## config.mk

```make
export PLATFORM = sky130hd
export DESIGN_NAME = rx_addr_filter
export DESIGN_NICKNAME = d
export VERILOG_FILES = /design/src/rtl/rxf_pkg.sv /design/src/rtl/rxf_hdr_capture.sv /design/src/rtl/rxf_hash_crc.sv /design/src/rtl/rxf_classify.sv /design/src/rtl/rx_addr_filter.sv
export SDC_FILE = /design/constraint.sdc
export NUM_CORES = 1
export LEC_CHECK = 0
export BUFFER_PORTS_ARGS = -buffer_cell sky130_fd_sc_hd__buf_2
export CORE_UTILIZATION = 57
export DETAILED_ROUTE_END_ITERATION = 6
export PLACE_DENSITY = 0.86
export SYNTH_ARGS = -nofsm -noshare
export SYNTH_HDL_FRONTEND = slang
export SYNTH_SLANG_ARGS = --single-unit
```

## constraint.sdc

```tcl
create_clock -name clk -period 7.5 [get_ports clk]
set_clock_uncertainty 0.2 [all_clocks]
set_input_delay 1.875 -clock clk [delete_from_list [all_inputs] [get_ports clk]]
set_output_delay 1.875 -clock clk [all_outputs]
set_load 0.005 [all_outputs]
```

## src/rtl/rxf_pkg.sv

```systemverilog
package rxf_pkg;

    localparam int HDR_BYTES = 14;
    localparam int DST_BYTES = 6;
    localparam int TYPE_POS  = 12;
    localparam int HASH_W    = 6;

    localparam logic [31:0] CRC_POLY = 32'hEDB8_8320;
    localparam logic [31:0] CRC_INIT = 32'hFFFF_FFFF;

    localparam int CTL_HASH_EN   = 9;
    localparam int CTL_RX_ALL    = 12;
    localparam int CTL_MCAST_ALL = 16;
    localparam int CTL_BCAST_EN  = 17;

    localparam logic [15:0] VLAN_TYPE = 16'h8100;

    typedef struct packed {
        logic [DST_BYTES-1:0][7:0] dst;   // dst[k] is destination byte k
        logic [15:0]               etype;
    } hdr_t;

    typedef enum logic [1:0] {
        CLS_UNI   = 2'd0,
        CLS_BCAST = 2'd1,
        CLS_MCAST = 2'd2
    } cls_e;

    typedef struct packed {
        logic accept;
        logic bcast;
        logic mcast;
    } verdict_t;

    // One byte of reflected CRC-32, least-significant bit first.
    function automatic logic [31:0] crc_step(logic [31:0] c, logic [7:0] b);
        logic [31:0] r;
        r = c ^ {24'd0, b};
        for (int i = 0; i < 8; i++) begin
            r = r[0] ? ((r >> 1) ^ CRC_POLY) : (r >> 1);
        end
        return r;
    endfunction

    // Reverse bits 31:24 and keep the upper HASH_W bits of the result.
    function automatic logic [HASH_W-1:0] hash_index(logic [31:0] c);
        logic [HASH_W-1:0] idx;
        for (int i = 0; i < HASH_W; i++) begin
            idx[HASH_W-1-i] = c[24+i];
        end
        return idx;
    endfunction

endpackage

```

## src/rtl/rxf_hdr_capture.sv

```systemverilog
module rxf_hdr_capture
    import rxf_pkg::*;
(
    input  logic       clk,
    input  logic       rst,
    input  logic       byte_vld,
    input  logic       sof,
    input  logic [7:0] byte_in,
    output hdr_t       hdr,
    output logic       crc_en,
    output logic       crc_restart,
    output logic       hdr_done
);
    localparam int POS_W = $clog2(HDR_BYTES + 1);
    localparam logic [POS_W-1:0] POS_END  = POS_W'(HDR_BYTES);
    localparam logic [POS_W-1:0] POS_DST  = POS_W'(DST_BYTES);
    localparam logic [POS_W-1:0] POS_TYPE = POS_W'(TYPE_POS);

    logic [POS_W-1:0] pos_q;
    logic [POS_W-1:0] pos_now;
    logic             take;
    hdr_t             hdr_q;

    assign pos_now = sof ? '0 : pos_q;
    assign take    = byte_vld && (sof || (pos_q < POS_END));

    always_ff @(posedge clk) begin
        if (rst) begin
            pos_q <= '0;
            hdr_q <= '0;
        end else if (take) begin
            pos_q <= pos_now + POS_W'(1);
            for (int k = 0; k < DST_BYTES; k++) begin
                if (pos_now == POS_W'(k)) begin
                    hdr_q.dst[k] <= byte_in;
                end
            end
            if (pos_now == POS_TYPE) begin
                hdr_q.etype[15:8] <= byte_in;
            end
            if (pos_now == POS_TYPE + POS_W'(1)) begin
                hdr_q.etype[7:0] <= byte_in;
            end
        end
    end

    assign hdr         = hdr_q;
    assign crc_en      = take && (pos_now < POS_DST);
    assign crc_restart = (pos_now == '0);
    assign hdr_done    = (pos_q == POS_END);

    // a start byte always lands in slot 0, so the next slot is 1
    assert_sof_restart_R9: assert property (@(posedge clk) disable iff (rst)
        (byte_vld && sof) |=> (pos_q == POS_W'(1)));

endmodule

```

## src/rtl/rxf_hash_crc.sv

```systemverilog
module rxf_hash_crc
    import rxf_pkg::*;
(
    input  logic              clk,
    input  logic              rst,
    input  logic              en,
    input  logic              restart,
    input  logic [7:0]        byte_in,
    output logic [HASH_W-1:0] idx
);
    logic [31:0] crc_q;
    logic [31:0] crc_base;

    assign crc_base = restart ? CRC_INIT : crc_q;

    always_ff @(posedge clk) begin
        if (rst) begin
            crc_q <= CRC_INIT;
        end else if (en) begin
            crc_q <= crc_step(crc_base, byte_in);
        end
    end

    assign idx = hash_index(crc_q);

    // the hash index only moves while destination bytes arrive
    assert_hash_hold_R1: assert property (@(posedge clk) disable iff (rst)
        !en |=> $stable(idx));

endmodule

```

## src/rtl/rxf_classify.sv

```systemverilog
module rxf_classify
    import rxf_pkg::*;
#(
    parameter int LEN_W      = 16,
    parameter int MAX_PLAIN  = 1514,
    parameter int MAX_TAGGED = 1518
) (
    input  hdr_t              hdr,
    input  logic [HASH_W-1:0] idx,
    input  logic [LEN_W-1:0]  len,
    input  logic [31:0]       ctrl,
    input  logic [15:0]       sta_hi,
    input  logic [31:0]       sta_lo,
    input  logic [31:0]       tbl_lo,
    input  logic [31:0]       tbl_hi,
    output verdict_t          verdict
);
    localparam int TBL_SEL = HASH_W - 1;

    logic [DST_BYTES-1:0][7:0] station;
    logic [DST_BYTES-1:0]      byte_ff;
    logic [DST_BYTES-1:0]      byte_eq;
    logic                      rx_all;
    logic                      is_bcast;
    logic                      is_mcast;
    logic                      hash_bit;
    logic                      len_ok;
    logic                      addr_ok;
    cls_e                      cls;
    logic                      ctrl_unused;

    assign station[0] = sta_hi[15:8];
    assign station[1] = sta_hi[7:0];
    assign station[2] = sta_lo[31:24];
    assign station[3] = sta_lo[23:16];
    assign station[4] = sta_lo[15:8];
    assign station[5] = sta_lo[7:0];

    for (genvar k = 0; k < DST_BYTES; k++) begin : g_cmp
        assign byte_ff[k] = (hdr.dst[k] == 8'hFF);
        assign byte_eq[k] = (hdr.dst[k] == station[k]);
    end

    assign is_bcast = &byte_ff;
    assign is_mcast = (hdr.dst[0] == 8'h01) && (hdr.dst[1] == 8'h00) &&
                      (hdr.dst[2] == 8'h5E) && !hdr.dst[3][7];

    always_comb begin
        if (is_bcast)      cls = CLS_BCAST;
        else if (is_mcast) cls = CLS_MCAST;
        else               cls = CLS_UNI;
    end

    assign rx_all   = ctrl[CTL_RX_ALL];
    assign hash_bit = idx[TBL_SEL] ? tbl_hi[idx[TBL_SEL-1:0]] : tbl_lo[idx[TBL_SEL-1:0]];

    always_comb begin
        case (cls)
            CLS_BCAST: addr_ok = rx_all || ctrl[CTL_BCAST_EN];
            CLS_MCAST: addr_ok = rx_all || ctrl[CTL_MCAST_ALL] ||
                                 (ctrl[CTL_HASH_EN] && hash_bit);
            default:   addr_ok = rx_all || (&byte_eq);
        endcase
    end

    assign len_ok = (hdr.etype == VLAN_TYPE) ? (len <= LEN_W'(MAX_TAGGED))
                                             : (len <= LEN_W'(MAX_PLAIN));

    assign verdict.accept = addr_ok && len_ok;
    assign verdict.bcast  = (cls == CLS_BCAST);
    assign verdict.mcast  = (cls == CLS_MCAST);

    assign ctrl_unused = ^ctrl;

endmodule

```

## src/rtl/rx_addr_filter.sv

```systemverilog
module rx_addr_filter
    import rxf_pkg::*;
#(
    parameter int LEN_W      = 16,
    parameter int MAX_PLAIN  = 1514,
    parameter int MAX_TAGGED = 1518
) (
    input  logic             clk,
    input  logic             rst,
    input  logic             rx_byte_vld,
    input  logic             rx_sof,
    input  logic [7:0]       rx_byte,
    input  logic             rx_len_vld,
    input  logic [LEN_W-1:0] rx_len,
    input  logic [31:0]      ctrl_word,
    input  logic [15:0]      sta_addr_hi,
    input  logic [31:0]      sta_addr_lo,
    input  logic [31:0]      hash_tbl_lo,
    input  logic [31:0]      hash_tbl_hi,
    output logic             dec_valid,
    output logic             dec_accept,
    output logic             dec_bcast,
    output logic             dec_mcast
);
    hdr_t              hdr;
    logic              crc_en;
    logic              crc_restart;
    logic              hdr_done;
    logic [HASH_W-1:0] idx;
    verdict_t          verdict_c;
    verdict_t          verdict_q;
    logic              valid_q;

    rxf_hdr_capture u_cap (
        .clk         (clk),
        .rst         (rst),
        .byte_vld    (rx_byte_vld),
        .sof         (rx_sof),
        .byte_in     (rx_byte),
        .hdr         (hdr),
        .crc_en      (crc_en),
        .crc_restart (crc_restart),
        .hdr_done    (hdr_done)
    );

    rxf_hash_crc u_crc (
        .clk     (clk),
        .rst     (rst),
        .en      (crc_en),
        .restart (crc_restart),
        .byte_in (rx_byte),
        .idx     (idx)
    );

    rxf_classify #(
        .LEN_W      (LEN_W),
        .MAX_PLAIN  (MAX_PLAIN),
        .MAX_TAGGED (MAX_TAGGED)
    ) u_cls (
        .hdr     (hdr),
        .idx     (idx),
        .len     (rx_len),
        .ctrl    (ctrl_word),
        .sta_hi  (sta_addr_hi),
        .sta_lo  (sta_addr_lo),
        .tbl_lo  (hash_tbl_lo),
        .tbl_hi  (hash_tbl_hi),
        .verdict (verdict_c)
    );

    always_ff @(posedge clk) begin
        if (rst) begin
            valid_q   <= 1'b0;
            verdict_q <= '0;
        end else begin
            valid_q <= rx_len_vld;
            if (rx_len_vld) begin
                verdict_q <= verdict_c;
            end
        end
    end

    assign dec_valid  = valid_q;
    assign dec_accept = verdict_q.accept;
    assign dec_bcast  = verdict_q.bcast;
    assign dec_mcast  = verdict_q.mcast;

    assert_valid_follows_len_R8: assert property (@(posedge clk) disable iff (rst)
        dec_valid |-> $past(rx_len_vld));

    assert_len_after_header_R8: assert property (@(posedge clk) disable iff (rst)
        rx_len_vld |-> hdr_done);

    assert_bcast_policy_R2: assert property (@(posedge clk) disable iff (rst)
        (dec_valid && dec_bcast && dec_accept) |->
            $past(ctrl_word[CTL_RX_ALL] || ctrl_word[CTL_BCAST_EN]));

    assert_len_limit_R6: assert property (@(posedge clk) disable iff (rst)
        (dec_valid && dec_accept) |-> ($past(rx_len) <= LEN_W'(MAX_TAGGED)));

    assert_flags_exclusive_R7: assert property (@(posedge clk) disable iff (rst)
        dec_valid |-> !(dec_bcast && dec_mcast));

endmodule

```

[Word-level counts from Yosys, hierarchy flattened]
Cells that the tools add are included.
Operators by class
  add/sub/neg operators: 1
  $mul: 0
  div/mod/pow operators: 0
  order comparisons: 5
  equality and inequality tests: 24
  shift operators: 0
  multiplexer cells: 19
  bitwise logic cells: 9
  reduce and logical (&&, ||, !) cells: 25
Operators with widths (number)
  $mux W32: 9
  $not A13 Y14: 8
  $eq A8 B8 Y1: 6
  $eq A8 B8 Y1 const B: 6
  $le A16 B11 Y1 const B: 2
  $xor A32 B8 Y32: 1
  $eq A16 B16 Y1 const B: 1
  $reduce_and A2 Y1: 8
  $reduce_and A6 Y1: 2
  $bmux W1 S5: 2
  $eq A4 B2 Y1 const B: 2
  $eq A4 B3 Y1 const B: 2
  $eq A4 B4 Y1 const B: 2
  $eq A8 B1 Y1 const B: 1
  $eq A8 B7 Y1 const B: 1
  $logic_not A8 Y1: 1
  $logic_and A1 B1 Y1: 7
  $lt A5 B6 Y1 const B: 1
  $logic_or A1 B1 Y1: 5
  $add A4 B1 Y4 const B: 1
  $eq A4 B1 Y1 const B: 1
  $logic_not A4 Y1: 1
  $lt A4 B3 Y1 const B: 1
  $lt A4 B4 Y1 const B: 1
  7 further kinds: 11
Storage, ports and cells
  register bits after elaboration: 104
  bits in latches: 0
  RAM bits: 0
  memory bits (read-only): 0
  bits of input ports: 173
  output and inout port bits: 4
  word-level logic and storage cells: 97
  memories kept: 0

[Longest topological paths before layout]
  depth after elaboration: 20
  depth in mapped cells: 13
  depth with buffers taken out: 10

[Hierarchy]
A second synthesis with hierarchy kept.
Unflattened totals
  cell total of the unflattened synthesis: 733
  area, all modules: 6904.1 um^2
By module, submodules not included
  rxf_hdr_capture: instances 1, cells each 285, area each 2989.1 um^2, sequential area each 1361.3 um^2
  rxf_hash_crc: instances 1, cells each 277, area each 2377.3 um^2, sequential area each 640.6 um^2
  rxf_classify: instances 1, cells each 160, area each 1410.1 um^2, sequential area each 0.0 um^2
  rx_addr_filter: instances 1, cells each 11, area each 127.6 um^2, sequential area each 80.1 um^2

[Worst setup path before layout]
No wires, ideal clock.
  path type: in2reg
  start: input rx_sof
  end: register u_crc.crc_q[23]
  setup time: 0.133 ns
  data arrival time: 4.452 ns
  required time: 7.167 ns
  slack: 2.715 ns
  cell stages on the path: 13
  buffers on the path: 3
  cell sequence: buf_2 nor2b_1 inv_1 ha_1 and2_4 buf_6 or4_1 buf_2 a211o_1 a211oi_2 o211ai_1 a2111oi_0 nor3_1
On the way
  word-level cells in the longest chain between the ends: 18
  elaborated cells between the ends (all ways): 22
  classes of those cells: order compare (1); mux (10); bitwise (7); reduce/logical (4)
Ends and longest elaborated chain
  from (decl): RTL line rx_addr_filter.sv:11  | input logic rx_sof,
  $mux W4: RTL line rxf_hdr_capture.sv:24  | assign pos_now = sof ? '0 : pos_q;
  $logic_not A4 Y1: RTL line rxf_hdr_capture.sv:49  | assign crc_restart = (pos_now == '0);
  $mux W32: RTL line rxf_hash_crc.sv:14  | assign crc_base = restart ? CRC_INIT : crc_q;
  $xor A32 B8 Y32: RTL line rxf_pkg.sv:38  | r = c ^ {24'd0, b};
  $not A13 Y14 (no source line)
  $mux W32: RTL line rxf_pkg.sv:40  | r = r[0] ? ((r >> 1) ^ CRC_POLY) : (r >> 1);
  $not A13 Y14 (no source line)
  $mux W32 (2 in a row): RTL line rxf_pkg.sv:40
  $not A13 Y14 (no source line)
  $mux W32: RTL line rxf_pkg.sv:40
  $not A13 Y14 (no source line)
  $mux W32 (2 in a row): RTL line rxf_pkg.sv:40
  $not A13 Y14 (no source line)
  $mux W32: RTL line rxf_pkg.sv:40
  $not A13 Y14 (no source line)
  $mux W32: RTL line rxf_pkg.sv:40
  to (signal assigned): RTL line rxf_hash_crc.sv:20  | crc_q <= crc_step(crc_base, byte_in);
  to (decl): RTL line rxf_hash_crc.sv:11  | logic [31:0] crc_q;
Parallel ways exist; a longest one is shown, timed or not.
A chain may end at the register's enable or synchronous reset.

[Worst setup path in the final report]
  start: input rx_sof
  end: register u_crc.crc_q[20]
Same word-level chain as after synthesis.

==> results.txt <==
----------------------------------------------------
[Synth]
  Top flip-flop cell by instance count after synthesis ... sky130_fd_sc_hd__dfxtp_1
  Yosys cell types ... 56
  Avg Synthesized Cell Area ... a little under 9 um2
  Post-synthesis instance area ... 0.00635 mm2
  Count of warnings emitted by yosys ... 0
  Post-Synthesis Cells ... just over 700
  Post-synth EDFFs ... 0
  Syn nets ... between 900 and 1000
  Number of synthesized register bits ... 104
  Post-synthesis async set-or-reset flop share ... 0%
  Portion of the post-synthesis area used by sequential elements ... 32.8%

[Run status]
  Result of the run ... finished clean

[Floorplan]
  Core area ... 0.0108 mm2
  Initial standard-cell utilization of the core ... 58.6%
  Floorplan die width ... 108 um
  Vert. Die Dim ... approximately 110 um
  Row Count ... 38
  Die Outline Area ... between 0.01 and 0.015 mm2
  I/O pin count ... 177

[Power and ir drop]
  Clk network pwr share ... between 20% and 30%
  Max rail drop VDD ... 106 uV
  Sequential fraction of design power ... roughly half
  Leakage component of the power ... between 2 and 3 nW
  Switching power of the nets ... roughly 0.39 mW
  Pwr/cell area ... approximately 170 mW/mm2
  Cell Int Power ... 0.858 mW
  Share of total power in combinational logic ... 24.9%
  Proportion of total power due to net switching ... 31.4%

[Placed design]
  Dpl cell area ... between 0.007 and 0.008 mm2
  Port Buffers ... 148
  HPWL Detailed ... approximately 13 mm
  Routability cong. ... about 0.89
  Inst Count DP ... just under 1000

[Final layout]
  Most frequent standard cell in the layout excluding fill and tap cells ... sky130_fd_sc_hd__buf_2
  Most frequent cells in the layout ... sky130_fd_sc_hd__buf_2 (148), sky130_fd_sc_hd__dfxtp_1 (104), sky130_fd_sc_hd__xnor2_1 (90), sky130_fd_sc_hd__nor2_1 (77), sky130_fd_sc_hd__nand2_1 (73)
  Count of placed standard cells in the final layout, fillers left out ... a little under 1000
  Antenna Cells ... 0
  Number of nets in the final layout ... 1017
  Finished Cell Area ... ~0.0073 mm2
  Area added between synthesis and finish ... 14.2%
  Fraction of layout instances using a drive strength above 1 ... roughly 24%

[Routing]
  Routed met3 length ... 1.25 mm
  DRC marker count from the first detailed-route iteration ... 430
  Uppermost routed layer ... met4
  Met2 routed WL ... a little over 8 mm
  DR WL/cell ... around 18 um
  Post-Route M1 WL ... 7.33 mm
  Remaining antenna violation count ... 0
  DRC viols ... 0
  Post-detailed-routing wire length ... between 15 and 20 mm
  Routed vias/inst ... between 6 and 7
  DRT Pass-1 Iters ... 5
  Via count ... 5916

[Critical path]
  Arrival time at the worst endpoint ... ~5.4 ns
  Nature of the critical path endpoint ... flop
  Critical path peak fanout ... 18
  List of cells traversed by the critical path ... buf_2 > nor2b_1 > inv_1 > ha_1 > nor3b_4 > o31a_1 > o211ai_1 > a211oi_1 > o211ai_1 > a2111oi_0 > nor3_1
  Crit path launch type ... input pin
  Worst EP required ... 7.55 ns
  Critical path class ... in2reg
  Worst path slowest cell ... sky130_fd_sc_hd__nor3b_4
  Largest stage delay, worst path ... 0.75 ns
  Cell repeated most along the worst path ... sky130_fd_sc_hd__o211ai_1

[Clock network]
  CTS H-tree depth ... 3
  Clock tree buffer depth ... 2
  Gates resized, CTS repair ... 0
  Clock latency reported for the late side of the worst-skew pair ... about 0.38 ns
  Hold buffer count at CTS ... 0
  # Post-CTS Setup Buffers ... 0
  # clock sinks ... about 100
  CTS root buffer ... sky130_fd_sc_hd__clkbuf_8
  Clk slew on worst S/H paths ... 0.10 ns
  TritonCTS Buffers ... 9
  CTS tree ... built

[GRT]
  Number of antenna violations at the first check in global routing ... 0
  Number of global-route vias before repair ... between 5000 and 6000
  Total congestion overflow ... 0
  Total Routing Usage GR ... 30.7%
  Wire length of the first global-routing pass ... between 20 and 30 mm
  Largest net degree at the start of global routing ... 85

[Timing]
  Final hold viol count ... 0
  Transition at the pin with the smallest max-transition slack ... 1.02 ns
  Sum Neg Setup Slack ... 0 ns
  Peak Freq ... roughly 190 MHz
  Max-slew headroom ... roughly a third
  Final setup viols ... 0
  RSZ-0062 raised after global routing ... no
  Hold Worst Slack ... about 0.28 ns
  Final period utilization ... between 70% and 80%
  Shortest period the worst path allows ... about 5.3 ns
  Max Slew Vio Count ... 0

[Min path]
  Min-Delay Path Class ... reg2reg

[Flow run]
  Total of max-cap violations ... 0

----------------------------------------------------
## cell usage after synthesis, drive strengths merged, types with 2 or more instances
cell     number  area (um2)
xor2         13         114
and2          4        27.5
buf          13        82.6
mux2i        35         350
a2111oi       2        17.5
nor4         17         113
o21ai         6        30.0
nor3         15        75.1
nor2         80         313
xnor2        94         853
mux4         19         428
nand3        40         200
nand4        26         163
o211ai       36         270
nor4b         2        17.5
nor2b         3        18.8
or4           5        41.3
inv           8        30.0
ha            4        50.1
clkbuf       36         135
xnor3         2        45.0
o211a         2        20.0
a21oi        49         245
o311ai        2        17.5
o31ai         4        40.0
o31a          5        43.8
nand2        73         274
dfxtp       104        2080
a211oi       13         128
a211o         2        17.5
## power groups by stage
stage	registers [mW]	clock network, mW	logic, mW
global route	0.619	0.348	0.336
floorplan	0.607	0	0.237
CTS	0.614	0.327	0.309
global placement	0.625	0	0.299
detailed placement	0.627	0	0.307
finish	0.614	0.326	0.311
## state kept, by name, summed over array words and instances (netlist names)
name,count
dec_bcast,1
u_cap.hdr,64
u_cap.pos_q,4
u_crc.crc_q,32
dec_valid,1
dec_mcast,1
dec_accept,1
## metal layers
| metal | track usage (%) | vias up |
|---|---|---|
| met5 | 0 | - |
| met4 | 11.6 | 0 |
| met3 | 4.72 | 37 |
| met2 | 48.9 | 246 |
| met1 | 41.6 | 2794 |
| li1 | - | 2839 |
## critical path: cells and delay by family
kind                       cells  cell delay (ns)
adders and majority gates      1             0.57
AOI/OAI and AO/OA              5             1.60
buffers and inverters          2             0.33
and+or+nand+nor                3             0.98
## logic make-up (layout without fill, tap and decap cells)
family	Yosys count	count (layout)	synth area share (%)
AND/OR/NAND/NOR	269	269	20.2
AO/OA/AOI/OAI	128	128	14.0
XOR/XNOR	109	109	15.9
flip-flops	104	104	32.8
buffers and inverters	58	176	3.96
multiplexers	55	55	12.4
adder cells (fa/ha/maj)	4	4	0.788
## stage by stage
stage,total power [mW],setup slack [ns],util [%]
final,1.25,2.19,67.0
after global routing,1.30,1.82,67.0
after CTS,1.25,2.28,67.0
after detailed placement,0.933,1.98,65.4
after global placement,0.924,2.01,65.4
after floorplan,0.844,2.71,-
## area by class of cell
class,instances,area (um2)
repair buffers,151,763
well taps,140,175
flip-flops and latches,104,2080
fillers,892,3580
multi-input cells,565,4030
inverters,9,33.8
clock inverters,5,41.3
clock buffers,11,131
## worst paths after layout
kind | startpoint | endpoint | slack [ns] | cells past startpoint
max | rx_sof | u_crc.crc_q[20] | 2.19 | 11
min | dec_accept | dec_accept | 0.28 | 2
max reg2reg | u_cap.pos_q[0] | u_crc.crc_q[20] | 3.54 | 10
min reg2reg | dec_accept | dec_accept | 0.28 | 2
(Power assumes the default switching activity.)
